==> src/rtl/gpio_pair_pkg.sv <==
package gpio_pair_pkg;
  localparam int REG_W      = 32;
  localparam int LANE_W     = 8;
  localparam int OFS_DMASK  = 0;
  localparam int OFS_DIR    = 1;
  localparam int OFS_VMASK  = 2;
  localparam int OFS_VAL    = 3;
  localparam int OFS_IN     = 4;
  localparam int OFS_PUD    = 5;

  typedef struct packed {
    logic dmask;
    logic dir;
    logic vmask;
    logic val;
    logic pud;
  } lane_wr_t;

  // Extract one pin's write fields from the register word.
  function automatic lane_wr_t pick_lane(input logic [REG_W-1:0] w, input int lane);
    lane_wr_t f;
    int base;
    base    = lane * LANE_W;
    f.dmask = w[base + OFS_DMASK];
    f.dir   = w[base + OFS_DIR];
    f.vmask = w[base + OFS_VMASK];
    f.val   = w[base + OFS_VAL];
    f.pud   = w[base + OFS_PUD];
    return f;
  endfunction

  // Masked update: keep the current bit unless the mask is set.
  function automatic logic masked_next(input logic cur, input logic en, input logic nv);
    return en ? nv : cur;
  endfunction

  // Readback layout of one pin; mask positions always read 0.
  function automatic logic [LANE_W-1:0] pack_lane(input logic dir, input logic val,
                                                  input logic pin, input logic pud);
    logic [LANE_W-1:0] r;
    r = '0;
    r[OFS_DIR] = dir;
    r[OFS_VAL] = val;
    r[OFS_IN]  = pin;
    r[OFS_PUD] = pud;
    return r;
  endfunction
endpackage

==> src/rtl/gpio_sync.sv <==
module gpio_sync #(
  parameter int STAGES = 2
) (
  input  logic clk,
  input  logic rst_n,
  input  logic d,
  output logic q
);
  logic [STAGES-1:0] chain;

  always_ff @(posedge clk) begin
    if (!rst_n) chain <= '0;
    else        chain <= {chain[STAGES-2:0], d};
  end

  assign q = chain[STAGES-1];
endmodule

==> src/rtl/gpio_pin_lane.sv <==
module gpio_pin_lane
  import gpio_pair_pkg::*;
#(
  parameter int STAGES = 2
) (
  input  logic              clk,
  input  logic              rst_n,
  input  logic              wr_en,
  input  lane_wr_t          fields,
  input  logic              pad_in,
  output logic              pad_oe,
  output logic              pad_out,
  output logic [LANE_W-1:0] lane_rd
);
  logic dir_q, val_q, pud_q, pin_sync;
  logic dir_upd, val_upd;

  assign dir_upd = wr_en & fields.dmask;
  assign val_upd = wr_en & fields.vmask;

  always_ff @(posedge clk) begin
    if (!rst_n) begin
      dir_q <= 1'b0;
      val_q <= 1'b0;
      pud_q <= 1'b0;
    end else begin
      dir_q <= masked_next(dir_q, dir_upd, fields.dir);
      val_q <= masked_next(val_q, val_upd, fields.val);
      if (wr_en) pud_q <= fields.pud;
    end
  end

  gpio_sync #(.STAGES(STAGES)) u_sync (
    .clk  (clk),
    .rst_n(rst_n),
    .d    (pad_in),
    .q    (pin_sync)
  );

  assign pad_oe  = dir_q;
  assign pad_out = val_q;
  assign lane_rd = pack_lane(dir_q, val_q, pin_sync, pud_q);

  assert_dir_kept_R1: assert property (@(posedge clk) disable iff (!rst_n)
    (wr_en && !fields.dmask) |=> $stable(pad_oe));
  assert_release_R2: assert property (@(posedge clk) disable iff (!rst_n)
    (wr_en && fields.dmask && !fields.dir) |=> !pad_oe);
  assert_drive_low_R3: assert property (@(posedge clk) disable iff (!rst_n)
    (wr_en && fields.dmask && fields.dir && fields.vmask && !fields.val) |=> (pad_oe && !pad_out));
  assert_val_kept_R4: assert property (@(posedge clk) disable iff (!rst_n)
    (!(wr_en && fields.vmask)) |=> $stable(pad_out));
  assert_pud_taken_R5: assert property (@(posedge clk) disable iff (!rst_n)
    wr_en |=> (lane_rd[OFS_PUD] == $past(fields.pud)));
endmodule

==> src/rtl/gpio_pair_ctl.sv <==
module gpio_pair_ctl
  import gpio_pair_pkg::*;
#(
  parameter int NUM_PINS = 2,
  parameter int STAGES   = 2
) (
  input  logic                clk,
  input  logic                rst_n,
  input  logic                wr_en,
  input  logic [REG_W-1:0]    wr_data,
  input  logic                rd_en,
  output logic [REG_W-1:0]    rd_data,
  input  logic [NUM_PINS-1:0] pad_in,
  output logic [NUM_PINS-1:0] pad_oe,
  output logic [NUM_PINS-1:0] pad_out
);
  localparam int USED_W = NUM_PINS * LANE_W;

  logic [REG_W-1:0] rd_next;

  generate
    if (USED_W < REG_W) begin : g_pad
      assign rd_next[REG_W-1:USED_W] = '0;
    end
    for (genvar i = 0; i < NUM_PINS; i++) begin : g_lane
      gpio_pin_lane #(.STAGES(STAGES)) u_lane (
        .clk    (clk),
        .rst_n  (rst_n),
        .wr_en  (wr_en),
        .fields (pick_lane(wr_data, i)),
        .pad_in (pad_in[i]),
        .pad_oe (pad_oe[i]),
        .pad_out(pad_out[i]),
        .lane_rd(rd_next[i*LANE_W +: LANE_W])
      );
    end
  endgenerate

  always_ff @(posedge clk) begin
    if (!rst_n)     rd_data <= '0;
    else if (rd_en) rd_data <= rd_next;
  end

  assert_rd_hold_R6: assert property (@(posedge clk) disable iff (!rst_n)
    !rd_en |=> $stable(rd_data));
  assert_mask_bits_zero_R6: assert property (@(posedge clk) disable iff (!rst_n)
    rd_en |=> (rd_data[OFS_DMASK] == 1'b0 && rd_data[OFS_VMASK] == 1'b0));
endmodule

==> config.mk <==
export PLATFORM = sky130hd
export DESIGN_NAME = gpio_pair_ctl
export DESIGN_NICKNAME = d
export VERILOG_FILES = /design/src/rtl/gpio_pair_pkg.sv /design/src/rtl/gpio_sync.sv /design/src/rtl/gpio_pin_lane.sv /design/src/rtl/gpio_pair_ctl.sv
export SDC_FILE = /design/constraint.sdc
export NUM_CORES = 1
export LEC_CHECK = 0
export ABC_AREA = 0
export ABC_CLOCK_PERIOD_IN_PS = 800
export BUFFER_PORTS_ARGS = -buffer_cell sky130_fd_sc_hd__buf_2
export CORE_MARGIN = 2
export CORE_UTILIZATION = 35
export CTS_CLUSTER_DIAMETER = 40
export CTS_CLUSTER_SIZE = 20
export DETAILED_ROUTE_END_ITERATION = 8
export PLACE_DENSITY = 0.74
export RECOVER_POWER = 100
export SYNTH_ARGS = -nofsm -noshare
export SYNTH_HDL_FRONTEND = slang
export SYNTH_SLANG_ARGS = --single-unit
==> constraint.sdc <==
create_clock -name clk -period 0.8 [get_ports clk]
set_input_delay 0.04 -clock clk [delete_from_list [all_inputs] [get_ports clk]]
set_output_delay 0.04 -clock clk [all_outputs]
set_load 0.005 [all_outputs]
==> metrics.md <==
| Metric | Value |
|---|---|
| Num ports | `74` |
| Share of the synthesized netlist area taken by xor and xnor gates | `0%` |
| Kind of start point of the critical path | `flip-flop` |
| Critical path buffers and inverters | `1` |
| Maximum number of pins on one net before global-route repair | `23` |
| Synthesized area divided by synthesized cell count | `between 9 and 10 um2` |
| Pwr dens | `around 1600 nW/um2` |
| Via count of the routed design | `592` |
| Root buffer selected by CTS | `sky130_fd_sc_hd__clkbuf_4` |
| Yosys synthesis warning count | `0` |
| Antenna diode instance count | `0` |
| Number of violations of the max-capacitance limit | `0` |
| Share of synthesized flip-flops with an asynchronous set or reset | `0%` |
| DIE WIDTH | `54.1 um` |
| Ordered cell list for the critical path | `buf_2` |
| Antenna violations before repair | `0` |
| P_leak | `0.545 nW` |
| Post-synth design cell area | `~900 um2` |
| WL/cell | `9.25 um` |
| Flip-flop and latch count after synthesis | `18` |
| TritonCTS clock tree | `yes` |
| Antenna viol nets, final | `0` |
| Cell at the slowest stage of the critical path | `sky130_fd_sc_hd__dfxtp_2` |
| Clock sink count | `18` |
| Initial DRT Pass Iterations | `2` |
| Post-synth top area share | `41.0%` |
| Post-Synthesis Cells | `91` |
| Highest clock frequency the design can meet | `1280 MHz` |
| Final hold viol count | `0` |
| Primary flip-flop cell chosen by synthesis mapping | `sky130_fd_sc_hd__dfxtp_1` |
| GRT Util Overall | `9.95%` |
| Core area | `about 2400 um2` |
| Global-route wire length before repair | `2020 um` |
| 1st-iter DRT viols | `2` |
| Signed area change from the synthesized netlist to the final layout | `18.6%` |
| Number of port buffers | `27` |
| Crit path arrival time | `740 ps` |
| Yosys top cell by area | `sky130_fd_sc_hd__dfxtp_1` |
| Clk buf depth | `2` |
| Cell count after placement | `139` |
| NumNets Final | `160` |
| Die Y-Extent | `54.1 um` |
| Library cell with the highest instance count after synthesis | `sky130_fd_sc_hd__buf_4` |
| Die area | `around 2900 um2` |
| Clock H-tree levels | `1` |
| Fraction of the mapped netlist area in adder cells | `0%` |
| Fin Clk Skew | `slightly above 0.3 ps` |
| GRT overflow | `0` |
| Final Cycle Share | `~98%` |
| Required time at the endpoint of the critical path | `between 700 and 800 ps` |
| IR drop worst, VDD | `roughly 0.96 mV` |
| Total Neg Setup Slack | `0 ps` |
| Crit path largest cell delay | `350 ps` |
| Reg clk slew, reported paths | `100 ps` |
| Number of fill cells in the layout | `around 260` |
| Placer's final routability congestion estimate | `0.622` |
| Synth Area in Simple Gates | `15.1%` |
| Count of unresolved DRC violations after routing | `0` |
| Total wirelength of the detailed-routed design | `~1400 um` |
| Avg Vias per Cell | `3.92` |
| Count of cell types in the netlist | `10` |
| Clock latency reported for the late side of the worst-skew pair | `around 280 ps` |
| Cells taking the most area after synthesis | `sky130_fd_sc_hd__dfxtp_1 41%, sky130_fd_sc_hd__buf_4 24%, sky130_fd_sc_hd__mux2i_1 16%, sky130_fd_sc_hd__nor2b_1 7.1%, sky130_fd_sc_hd__nand2_1 5.1%` |
| CP Capture Type | `output pin` |
| Number of core rows | `18` |
| Final setup violating endpoints | `0` |
| Half-perimeter wire length after placement | `1030 um` |
| Share of cell area taken by muxes after synthesis | `15.9%` |
| Number of global-route vias before repair | `507` |
| Critical-path maximum fanout | `3` |
| Clock period minus final worst setup slack | `781 ps` |
| Fraction of layout instances using a drive strength above 1 | `36.4%` |
| Cell type group with the largest total delay on the critical path | `flip-flops` |
| RSZ-0062 raised after global routing | `true` |
| Main combinational cell family by area after synthesis | `buffers and inverters` |
| Initial core utilization | `36.2%` |
| Synth Area in Compound Gates | `0%` |
| Number of standard cells in the layout, taps in and fillers out | `151` |
| Status | `complete, no violations` |
| Count of flip-flops with a built-in enable after synthesis | `0` |
| Worst hold-check path type | `in2reg` |
| Start-to-end type of the worst setup path | `reg2out` |
| Most frequent cells after synthesis | `28 x sky130_fd_sc_hd__buf_4, 18 x sky130_fd_sc_hd__dfxtp_1, 14 x sky130_fd_sc_hd__mux2i_1` |
| Final Max Tran Viols | `0` |
| Proportion of synthesized chip area in sequential cells | `roughly two fifths` |
| Number of clock buffers inserted by TritonCTS | `3` |
## where the power goes
part           leakage [nW]  internal (W)  switching, W  total, W
clock                0.0210      0.000277      0.000258  0.000535
sequential            0.153      0.000936     0.0000184  0.000955
combinational         0.371      0.000115      0.000101  0.000216
## timing repair
action,CTS,global route
pin swaps,0,0
hold endpoints to repair,7,0
hold buffers,7,0
gates resized for setup,8,7
setup buffers,0,1
endpoints found under the setup margin,8,12
gates cloned,0,0
## cells by family after synthesis
kind of cell	count (synthesis)
other cells	1
mux	14
simple gates	26
buf+inv	32
flops	18
## layout by cell type (no fill, tap or decap), drive strengths merged
| cell type | instances |
|---|---|
| buf | 28 |
| conb | 24 |
| dfxtp | 18 |
| mux2i | 14 |
| nand2 | 12 |
| nor2b | 10 |
| dlygate4sd3 | 7 |
| and2 | 4 |
| clkbuf | 4 |
## per-stage QoR
step	setup WS [ps]	utilization [%]	total power (W)	instance area, um2	hold slack (ps)
floorplan	223	-	0.00119	966	167
global placement	128	36.8	0.00115	896	246
detailed placement	104	36.8	0.00115	896	256
CTS	-1.59	41.6	0.00173	1010	7.80
global route	-47.3	42.9	0.00182	1040	3.28
finish	18.8	42.9	0.00171	1040	20.9
## registers in the layout (all words and copies together), names as in the netlist
name / count
rd_data: 8
g_lane.u_lane.u_sync.chain: 4
g_lane.u_lane.pad_oe: 2
g_lane.u_lane.pad_out: 2
g_lane.u_lane.pud_q: 2
## area by class of cell
| class | count | area [um2] | share of cell area, % |
|---|---|---|---|
| clock buffers | 4 | 36.3 | 3.48 |
| flip-flops and latches | 18 | 375 | 36.0 |
| multi-input cells | 64 | 363 | 34.8 |
| repair buffers | 35 | 231 | 22.2 |
| well taps | 30 | 37.5 | 3.60 |
## final timing paths
path,slack [ps],end,from,cells after the start
setup / recovery,20,pad_oe[1],g_lane[1].u_lane.pad_oe,1
hold / removal,20,g_lane[0].u_lane.pad_out,wr_data[2],3
setup reg to reg,70,rd_data[11],g_lane[1].u_lane.pad_out,3
hold reg to reg,450,g_lane[1].u_lane.u_sync.chain[1],g_lane[1].u_lane.u_sync.chain[0],1
## routing by layer
layer | GRT usage [%] | wire [um] | vias to the layer above
met5 | 0 | 0 | -
met1 | 11.0 | 580 | 272
li1 | - | - | 291
met2 | 16.9 | 706 | 29
met3 | 3.33 | 110 | 0
met4 | 5.00 | 0 | 0
Note: power is estimated with default switching activity, not from simulation.
